## src/rtl/hebb_syn_pkg.sv

```systemverilog
package hebb_syn_pkg;
  typedef enum logic [1:0] {
    BIN_STRONG = 2'd0,
    BIN_MILD   = 2'd1,
    BIN_WEAK   = 2'd2,
    BIN_LATE   = 2'd3
  } gap_bin_e;
endpackage

```

## src/rtl/syn_frame_timer.sv

```systemverilog
module syn_frame_timer #(
  parameter int FRAME_LEN = 16,
  localparam int SW = $clog2(FRAME_LEN)
) (
  input  logic          clk_i,
  input  logic          rst_ni,
  input  logic          frame_start_i,
  output logic [SW-1:0] slot_o,
  output logic          in_frame_o,
  output logic          frame_end_o
);
  logic [SW-1:0] slot_q, cur_slot;
  logic          act_q, end_q, last;

  assign cur_slot   = frame_start_i ? '0 : slot_q + 1'b1;
  assign in_frame_o = frame_start_i | act_q;
  assign last       = (cur_slot == SW'(FRAME_LEN - 1));
  assign slot_o     = cur_slot;
  assign frame_end_o = end_q;

  always_ff @(posedge clk_i or negedge rst_ni) begin
    if (!rst_ni) begin
      slot_q <= '0;
      act_q  <= 1'b0;
      end_q  <= 1'b0;
    end else begin
      end_q <= in_frame_o & last;
      if (in_frame_o) begin
        slot_q <= cur_slot;
        act_q  <= !last;
      end else begin
        act_q <= 1'b0;
      end
    end
  end

  p_end_single_r4: assert property (@(posedge clk_i) disable iff (!rst_ni)
    end_q |=> !end_q);
  p_end_after_run_r4: assert property (@(posedge clk_i) disable iff (!rst_ni)
    (in_frame_o && last) |=> end_q);
endmodule

```

## src/rtl/syn_spike_stamp.sv

```systemverilog
module syn_spike_stamp #(
  parameter int SW = 4
) (
  input  logic          clk_i,
  input  logic          rst_ni,
  input  logic          clear_i,
  input  logic          in_frame_i,
  input  logic [SW-1:0] slot_i,
  input  logic          spike_i,
  output logic          seen_o,
  output logic [SW-1:0] stamp_o
);
  logic          seen_q, hit;
  logic [SW-1:0] stamp_q;

  // first spike of the frame only; a restart re-arms
  assign hit = in_frame_i & spike_i & (clear_i | !seen_q);

  always_ff @(posedge clk_i or negedge rst_ni) begin
    if (!rst_ni) begin
      seen_q  <= 1'b0;
      stamp_q <= '0;
    end else if (hit) begin
      seen_q  <= 1'b1;
      stamp_q <= slot_i;
    end else if (clear_i) begin
      seen_q  <= 1'b0;
    end
  end

  assign seen_o  = seen_q;
  assign stamp_o = stamp_q;

  p_first_kept_r11: assert property (@(posedge clk_i) disable iff (!rst_ni)
    (seen_q && !clear_i) |=> (seen_q && $stable(stamp_q)));
  p_no_stamp_idle_r12: assert property (@(posedge clk_i) disable iff (!rst_ni)
    (!in_frame_i && !seen_q) |=> !seen_q);
endmodule

```

## src/rtl/syn_gap_bin.sv

```systemverilog
module syn_gap_bin
  import hebb_syn_pkg::*;
#(
  parameter int SW         = 4,
  parameter int STRONG_MAX = 5,
  parameter int MILD_MAX   = 10
) (
  input  logic [SW-1:0] pre_t_i,
  input  logic [SW-1:0] post_t_i,
  output gap_bin_e      bin_o
);
  logic [SW-1:0] gap;
  assign gap = post_t_i - pre_t_i;

  always_comb begin
    if (pre_t_i > post_t_i)                bin_o = BIN_LATE;
    else if (int'(gap) <= STRONG_MAX)      bin_o = BIN_STRONG;
    else if (int'(gap) <= MILD_MAX)        bin_o = BIN_MILD;
    else                                   bin_o = BIN_WEAK;
  end
endmodule

```

## src/rtl/syn_weight_reg.sv

```systemverilog
module syn_weight_reg #(
  parameter int          WW    = 8,
  parameter logic [WW-1:0] WINIT = 8'd128,
  localparam int         SUMW  = WW + 2
) (
  input  logic                   clk_i,
  input  logic                   rst_ni,
  input  logic                   load_i,
  input  logic [WW-1:0]          ldata_i,
  input  logic                   apply_i,
  input  logic signed [SUMW-1:0] step_i,
  output logic [WW-1:0]          w_o
);
  localparam logic signed [SUMW-1:0] WMAX = SUMW'((1 << WW) - 1);
  logic [WW-1:0]          w_q, w_upd;
  logic signed [SUMW-1:0] sum;

  assign sum = $signed({2'b00, w_q}) + step_i;

  always_comb begin
    if (sum < 0)         w_upd = '0;
    else if (sum > WMAX) w_upd = '1;
    else                 w_upd = sum[WW-1:0];
  end

  always_ff @(posedge clk_i or negedge rst_ni) begin
    if (!rst_ni)      w_q <= WINIT;
    else if (load_i)  w_q <= ldata_i;
    else if (apply_i) w_q <= w_upd;
  end

  assign w_o = w_q;

  p_load_r3: assert property (@(posedge clk_i) disable iff (!rst_ni)
    load_i |=> (w_q == $past(ldata_i)));
  p_hold_r10: assert property (@(posedge clk_i) disable iff (!rst_ni)
    (!load_i && !apply_i) |=> $stable(w_q));
  p_no_overflow_r9: assert property (@(posedge clk_i) disable iff (!rst_ni)
    (apply_i && !load_i && !step_i[SUMW-1]) |=> (w_q >= $past(w_q)));
  p_no_underflow_r9: assert property (@(posedge clk_i) disable iff (!rst_ni)
    (apply_i && !load_i && step_i[SUMW-1]) |=> (w_q <= $past(w_q)));
endmodule

```

## src/rtl/hebb_synapse.sv

```systemverilog
module hebb_synapse
  import hebb_syn_pkg::*;
#(
  parameter int FRAME_LEN   = 16,
  parameter int WW          = 8,
  parameter logic [WW-1:0] WINIT = 8'd128,
  parameter int STRONG_MAX  = 5,
  parameter int MILD_MAX    = 10,
  parameter int STEP_STRONG = 16,
  parameter int STEP_MILD   = 8,
  parameter int STEP_WEAK   = -2,
  parameter int STEP_LATE   = -16
) (
  input  logic          clk_i,
  input  logic          rst_ni,
  input  logic          frame_start_i,
  input  logic          pre_spike_i,
  input  logic          post_spike_i,
  input  logic          learn_en_i,
  input  logic          wload_i,
  input  logic [WW-1:0] wdata_i,
  output logic [WW-1:0] weight_o,
  output logic [WW-1:0] psp_o
);
  localparam int SW   = $clog2(FRAME_LEN);
  localparam int SUMW = WW + 2;

  logic [SW-1:0]          slot;
  logic                   in_frame, frame_end, apply;
  logic [1:0]             seen;
  logic [SW-1:0]          stamp [2];
  logic [1:0]             spikes;
  gap_bin_e               bin;
  logic signed [SUMW-1:0] step;

  assign spikes = {post_spike_i, pre_spike_i};

  syn_frame_timer #(.FRAME_LEN(FRAME_LEN)) i_timer (
    .clk_i, .rst_ni, .frame_start_i,
    .slot_o(slot), .in_frame_o(in_frame), .frame_end_o(frame_end)
  );

  // index 0: pre, index 1: post
  for (genvar g = 0; g < 2; g++) begin : g_stamp
    syn_spike_stamp #(.SW(SW)) i_stamp (
      .clk_i, .rst_ni,
      .clear_i(frame_start_i), .in_frame_i(in_frame), .slot_i(slot),
      .spike_i(spikes[g]), .seen_o(seen[g]), .stamp_o(stamp[g])
    );
  end

  syn_gap_bin #(.SW(SW), .STRONG_MAX(STRONG_MAX), .MILD_MAX(MILD_MAX)) i_bin (
    .pre_t_i(stamp[0]), .post_t_i(stamp[1]), .bin_o(bin)
  );

  always_comb begin
    unique case (bin)
      BIN_STRONG: step = SUMW'(STEP_STRONG);
      BIN_MILD:   step = SUMW'(STEP_MILD);
      BIN_WEAK:   step = SUMW'(STEP_WEAK);
      default:    step = SUMW'(STEP_LATE);
    endcase
  end

  assign apply = frame_end & learn_en_i & (&seen);

  syn_weight_reg #(.WW(WW), .WINIT(WINIT)) i_wreg (
    .clk_i, .rst_ni,
    .load_i(wload_i), .ldata_i(wdata_i),
    .apply_i(apply), .step_i(step), .w_o(weight_o)
  );

  assign psp_o = pre_spike_i ? weight_o : '0;

  p_psp_pre_r2: assert property (@(posedge clk_i) disable iff (!rst_ni)
    (pre_spike_i && !wload_i && !apply) |=> $stable(weight_o));
  p_no_learn_off_r10: assert property (@(posedge clk_i) disable iff (!rst_ni)
    (!learn_en_i && !wload_i) |=> $stable(weight_o));
endmodule

```

## config.mk

```make
export PLATFORM = sky130hd
export DESIGN_NAME = hebb_synapse
export DESIGN_NICKNAME = d
export VERILOG_FILES = /design/src/rtl/hebb_syn_pkg.sv /design/src/rtl/syn_frame_timer.sv /design/src/rtl/syn_spike_stamp.sv /design/src/rtl/syn_gap_bin.sv /design/src/rtl/syn_weight_reg.sv /design/src/rtl/hebb_synapse.sv
export SDC_FILE = /design/constraint.sdc
export NUM_CORES = 1
export LEC_CHECK = 0
export BUFFER_PORTS_ARGS = -buffer_cell sky130_fd_sc_hd__buf_2
export CAP_MARGIN = 40
export CORE_AREA = 5 5 75 77
export CTS_CLUSTER_SIZE = 40
export DETAILED_ROUTE_END_ITERATION = 7
export DIE_AREA = 0 0 80 82
export SKIP_CTS_REPAIR_TIMING = 1
export SLEW_MARGIN = 20
export SYNTH_ARGS = -nofsm -noshare
export SYNTH_HDL_FRONTEND = slang
export SYNTH_HIERARCHICAL = 1
export SYNTH_SLANG_ARGS = --single-unit
```

## constraint.sdc

```tcl
create_clock -name clk_i -period 9.9 [get_ports clk_i]
set_clock_uncertainty 0.05 [all_clocks]
set_input_delay 0.99 -clock clk_i [delete_from_list [all_inputs] [get_ports clk_i]]
set_output_delay 0.99 -clock clk_i [all_outputs]
set_load 0.05 [all_outputs]
```

==> summary.txt, run 1 <==
Outcome
  – Status: complete, no violations

Die
  – Die Span X: about 80 um
  – Rows: 26
  – Die height: between 80 and 90 um
  – Die area: about 6600 sq um
  – Core area: about 4900 sq um
  – Effective utilization at floorplan: 37.5%
  – Ports: 31

Synth
  – Netlist Area Pre-Place: roughly 1900 sq um
  – Sequential share of the synthesized area: between 30% and 40%
  – Synth Register Bits: 24
  – Syn Nets: roughly 220
  – Most common cell in the netlist: dfrtp_1
  – Syn. warnings: 6
  – Unique masters post-synth: 54
  – Area share of the largest cell type after synthesis: a little under a third
  – Post-synth EDFFs: 0
  – Main synth FF type: dfrtp_1
  – Top post-synthesis cells by area: dfrtp_1 31%, ha_1 11%, mux2_2 4.9%, inv_1 3.8%, and2_1 3.0%
  – Mapped Cells: 190
  – Syn avg cell area: 9.77 sq um
  – Post-synth top cells: 23 x dfrtp_1, 19 x inv_1, 16 x ha_1
  – Async S/R FF share, synth: 100%
  – Dominant cell type by area after synthesis: dfrtp_1

Timing
  – Worst setup margin: between 5 and 6 ns
  – Setup TNS: 0 ns
  – Period minus WS final: 4.37 ns
  – Relative slew slack: a little over 60%
  – RSZ-0062 raised after global routing: no
  – Fin. max-slew vios: 0
  – Final period util: 44.2%
  – # setup viols final: 0
  – Hold slack: around 0.46 ns
  – Final Hold Vio Count: 0
  – Fmax: about 230 MHz
  – Slew @ Worst Pin: ~0.57 ns

Critical path
  – Crit-path leading delay family: simple AND/OR/NAND/NOR gates
  – CP Buf/Inv Count: 3
  – Kind of start point of the critical path: flip-flop
  – CP Cell Sequence: inv_1, ha_1, inv_1, fa_1, xor2_1, a21oi_1, or3b_1, nand3_1, inv_1, ha_1, or2_1, ha_1, a21o_1, or4b_1, o21ai_2, a211oi_1, o21ai_1
  – Crit-path max FO: 12
  – Critical path data required time: 10.06 ns
  – CP Data Arrival Time: 4.53 ns
  – Critical path capture point type: flip-flop
  – Highest-delay cell along the critical path: or4b_1
  – CP Class: reg2reg
  – FF-to-FF path depth: 17
  – CP peak stage delay: slightly above 0.5 ns
  – WP depth: 17

Worst hold path
  – Hold Crit Depth: 1
  – Worst min path class: reg2reg

Routing
  – Wirelength per Cell: approximately 14 um
  – Initial DRC count: 36
  – Via/cell ratio: around 5.1
  – DRT antenna net count: 0
  – Drt pass-1 iters: 4
  – Remaining DRCs: 0
  – Post-Route WL: roughly 4.0 mm
  – Vias: about 1500

Pwr
  – Worst VDD drop: between 0.00009 and 0.0001 V
  – Cell Pwr Density: between 200 and 300 nW/um^2
  – Pleak: 0.00108 uW

Global routing
  – Vias in the first global route: approximately 1500
  – Antenna violations before repair: 0
  – First-pass GRT wire length: roughly 6.7 mm
  – Grt total ovfl: 0
  – GRT Util Overall: ~13%
  – Largest net degree at the start of global routing: 25

Final layout
  – N_diodes: 0
  – P&R area growth vs syn: 14.7%
  – Filler Cells Inserted: ~520
  – Nets: between 200 and 300
  – Fraction of layout cells with a size suffix above 1: between 20% and 30%

Clock network
  – CTS Sinks: 24
  – H-Tree Depth: 1
  – CTS tree: built
  – CTS clk-pin slew, worst paths: 0.10 ns
  – Clk_lat worst skew: approximately 0.28 ns
  – Bufs on Longest Clock Path: 2
  – Root Buffer: clkbuf_8
  – CTS buffer count: 3

Placed design
  – Gpl congestion: 0.845
  – Port Buffer Count: 30
  – Pre-CTS setup slack: about 5.5 ns
  – Hpwl dp: around 3.1 mm

Job
  – MaxCap Viol Count: 0
==> cell usage in the layout, fill, tap and decap left out, drive strengths merged, types with 2 or more instances in the layout <==
master,instances
a211oi,3
buf,30
and3b,3
fa,2
ha,16
a21oi,8
nand3b,2
a211o,2
or2,3
nand3,3
a21o,4
nand2,5
o211a,2
nor3b,4
a221o,2
inv,19
o21a,4
mux2,8
xnor2,4
xor2,2
nor2b,2
clkbuf,4
nor3,7
dfrtp,23
mux2i,4
a22oi,8
or3,2
o21bai,2
nor2,7
o21ai,13
and2,9
==> registers in the layout (all words and copies together) (netlist names) <==
signal / cells
g_stamp.i_stamp/seen_o: 2
g_stamp.i_stamp/stamp_o: 8
i_timer/act_q: 1
i_timer/frame_end_o: 1
i_timer/slot_q: 4
i_wreg/w_o: 8
==> path summary, 6_finish.rpt <==
kind                                                  to                          start  slack (ns)
hold / removal             g_stamp[0].i_stamp/stamp_o[3]  g_stamp[0].i_stamp/stamp_o[3]        0.46
hold reg to reg            g_stamp[0].i_stamp/stamp_o[3]  g_stamp[0].i_stamp/stamp_o[3]        0.46
max in group asynchronous      g_stamp[0].i_stamp/seen_o                         rst_ni        8.77
setup / recovery                           i_wreg/w_o[6]  g_stamp[1].i_stamp/stamp_o[0]        5.53
setup reg to reg                           i_wreg/w_o[6]  g_stamp[1].i_stamp/stamp_o[0]        5.53
min in group asynchronous                  i_wreg/w_o[1]                         rst_ni        0.65
==> area by class of cell <==
cell class	instances	area (sq um)	share of cell area (%)
timing repair buffer	30	150	7.05
inverter	19	71.3	3.35
clock buffer	4	55.1	2.59
multi-input combinational	144	1160	54.6
sequential	24	602	28.3
tap	70	87.6	4.12
==> routing by layer <==
metal / track usage, % / share of wire, %
met1: 15.4 / 46
met2: 23.2 / 48
met3: 2.74 / 4.7
met4: 4.22 / 1.9
met5: 0 / 0
==> metrics by stage <==
| step | power [uW] | std cells | area, sq um | util, % |
|---|---|---|---|---|
| 2_1_floorplan | 468 | 190 | 1860 | - |
| 3_3_place_gp | 546 | 287 | 2070 | 41.9 |
| 3_5_place_dp | 546 | 287 | 2070 | 41.9 |
| 4_1_cts | 618 | 291 | 2130 | 43.0 |
| 5_1_grt | 679 | 291 | 2130 | 43.0 |
| 6_report | 615 | 291 | 2130 | 43.0 |
==> cells by family (layout without fill, tap and decap cells) <==
logic type / after synthesis / in the layout / share of synthesized area [%]
compound gates: 54 / 54 / 22.3
simple gates: 53 / 53 / 17.1
flops: 24 / 24 / 32.4
buf+inv: 22 / 53 / 4.92
fa+ha+maj: 18 / 18 / 12.9
mux: 12 / 12 / 7.22
xor+xnor: 6 / 6 / 2.83
other cells: 1 / 1 / 0.202
==> power breakdown <==
part | switching [uW] | leakage [uW] | internal, uW
registers | 7.75 | 0.000300 | 106
logic | 251 | 0.000749 | 181
clock network | 33.8 | 0.0000288 | 35.6
No activity file was read; power rests on OpenSTA's default activity.
==> run 2, diff against run 1 <==
- ABC_AREA: unset -> 1
- CORE_AREA: 5 5 75 77 -> 5 5 78 80
- DIE_AREA: 0 0 80 82 -> 0 0 83 85
- clock period: 9.9 -> 4.2 ns (I/O delays scaled with it)
==> summary.txt, run 2 <==
Timing
  – RSZ-0062 raised after global routing: no
  – Fin. max-slew vios: 0
  – Fmax: 273 MHz
  – Period minus WS final: 3.67 ns
  – Relative slew slack: between 60% and 70%
  – Slew @ Worst Pin: 0.541 ns
  – Final period util: between 80 and 90%
  – # setup viols final: 0
  – Final Hold Vio Count: 0
  – Setup TNS: 0 ns

Critical path
  – Crit-path max FO: 10
  – CP peak stage delay: between 0.4 and 0.5 ns
  – FF-to-FF path depth: 23
  – Critical path data required time: 4.30 ns
  – Reg2reg start: g_stamp[1].i_stamp/stamp_o[0]
  – Most Frequent Cell on Critical Path: nand2_1
  – Highest-delay cell along the critical path: or2_2
  – Kind of start point of the critical path: flip-flop
  – CP Cell Sequence: inv_1, ha_1, inv_1, fa_1, inv_1, nand2_1, nand2_1, o21ai_2, nand3_2, nand2_1, nand2_1, inv_1, ha_1, or2_2, ha_1, nand2_1, inv_1, a21oi_1, nand2_1, nand2_1, nand2_2, o211ai_1, nand2_1
  – CP Class: reg2reg
  – CP Data Arrival Time: 3.77 ns
  – Crit path launch: g_stamp[1].i_stamp/stamp_o[0]
  – Critical path capture point type: flip-flop

Final layout
  – Most common cell after layout, fill and taps aside: nand2_1
  – P&R area growth vs syn: 13.6%
  – Fraction of layout cells with a size suffix above 1: 21.3%
  – N_diodes: 0
  – Most frequent cells in the layout: 93 x nand2_1, 49 x inv_1, 30 x buf_2
  – Nets: around 350
  – Filler Cells Inserted: between 500 and 600

Clock network
  – CTS clk-pin slew, worst paths: roughly 0.080 ns
  – CTS Sinks: 24
  – CTS tree: built
  – Bufs on Longest Clock Path: 2
  – Root Buffer: clkbuf_8
  – Clk_lat worst skew: 0.26 ns
  – CTS buffer count: 3
  – H-Tree Depth: 1

Synth
  – Async S/R FF share, synth: 100%
  – Netlist Area Pre-Place: 2030 sq um
  – Unique masters post-synth: 33
  – Area share of the largest cell type after synthesis: between 20 and 30%
  – Post-synth top cells: 93 x nand2_1, 49 x inv_1, 23 x dfrtp_1
  – Mapped Cells: 282
  – Synth Register Bits: 24
  – Post-synth EDFFs: 0
  – Syn. warnings: 6
  – Most common cell in the netlist: nand2_1
  – Syn avg cell area: about 7.2 sq um
  – Dominant cell type by area after synthesis: dfrtp_1
  – Syn Nets: roughly 320
  – Top post-synthesis cells by area: dfrtp_1 28%, nand2_1 17%, ha_1 9.9%, inv_1 9.1%, nand3_1 5.2%
  – Sequential share of the synthesized area: around 30%
  – Main synth FF type: dfrtp_1

Die
  – Effective utilization at floorplan: between 30% and 40%
  – Die Span X: 83 um
  – Die height: ~85 um
  – Core area: between 5000 and 6000 sq um
  – Ports: 31
  – Rows: 27
  – Die area: 7060 sq um

Global routing
  – Largest net degree at the start of global routing: 25
  – First-pass GRT wire length: roughly 8.3 mm
  – Grt total ovfl: 0
  – Vias in the first global route: 1788
  – GRT Util Overall: 14.1%
  – Antenna violations before repair: 0

Routing
  – Vias: between 1500 and 2000
  – Initial DRC count: 95
  – Remaining DRCs: 0
  – DRT antenna net count: 0
  – Met2 Wirelength: around 2.2 mm
  – Max layer used: met4
  – Wirelength per Cell: about 12 um
  – Metal-1 WL: between 2 and 2.5 mm
  – Met3 wire len: roughly 96 um
  – Post-Route WL: about 4.6 mm
  – Drt pass-1 iters: 4
  – Via/cell ratio: 4.65

Placed design
  – Gpl congestion: 0.813
  – Hpwl dp: ~3.7 mm
  – Port Buffer Count: 30

Worst hold path
  – Worst min path class: in2async

Job
  – MaxCap Viol Count: 0

Outcome
  – Status: complete, no violations
## run 2: changes by cell type in the layout (fill, tap and decap cells not counted), moves of 7 or more
cell and delta:
o21ai_1 -7, nor3_1 -7, nand3_1 +18, and2_1 -9, nand2_1 +88, nand2_2 +8
mux2_2 -8, inv_1 +30
## run 2: layout make-up
type                            instances  area (sq um)  area share [%]
Clock buffer                            4          55.1            2.39
Inverter                               53           199            8.65
Multi-Input combinational cell        203          1200            52.4
Sequential cell                        24           602            26.2
Tap cell                               72          90.1            3.92
Timing Repair Buffer                   30           150            6.53
## run 2: cells by family after synthesis
family / share of synthesized area, %
and+or+nand+nor: 35.6
buffers and inverters: 10.8
AOI/OAI and AO/OA: 9.64
DFF: 29.7
adders and majority gates: 11.9
xor gates and xnor gates: 2.16
other: 0.185
## run 2: final timing paths
kind                                                 endpoint  slack [ns]
worst max register to register                  i_wreg/w_o[5]        0.53
worst max-delay path                            i_wreg/w_o[5]        0.53
min in group clk_i                              i_wreg/w_o[4]        0.35
worst min-delay path            g_stamp[0].i_stamp/stamp_o[2]        0.08
max in group asynchronous                       i_wreg/w_o[7]        3.65
worst min register to register  g_stamp[0].i_stamp/stamp_o[1]        0.43
## run 2: worst max-delay path: cells and delay by family, from the launching register on
family | cells | cell delay [ns]
and+or+nand+nor | 11 | 1.24
adders and majority gates | 4 | 1.19
AOI/OAI and AO/OA | 3 | 0.42
DFF | 1 | 0.39
buffers and inverters | 5 | 0.28
## run 2: per-layer routing
metal  track usage [%]  up-vias
li1                  -      948
met1              18.9      827
met2              23.8       16
met3              1.46        4
met4              4.46        0
met5                 0        -
## run 2: metrics by stage
step	util (%)	hold WS, ns	area [sq um]	cells	worst slack [ns]
5_1_grt	43.1	0.105	2300	386	0.244
6_report	43.1	0.0790	2300	386	0.534
4_1_cts	43.1	0.0918	2300	386	0.524
3_3_place_gp	42.1	0.387	2250	382	0.627
2_1_floorplan	-	0.0744	2030	282	0.847
3_5_place_dp	42.1	0.391	2250	382	0.530
Power of run 2 is not shown: default switching activity piles up to over one toggle a cycle in this logic, so the estimate is an artifact.
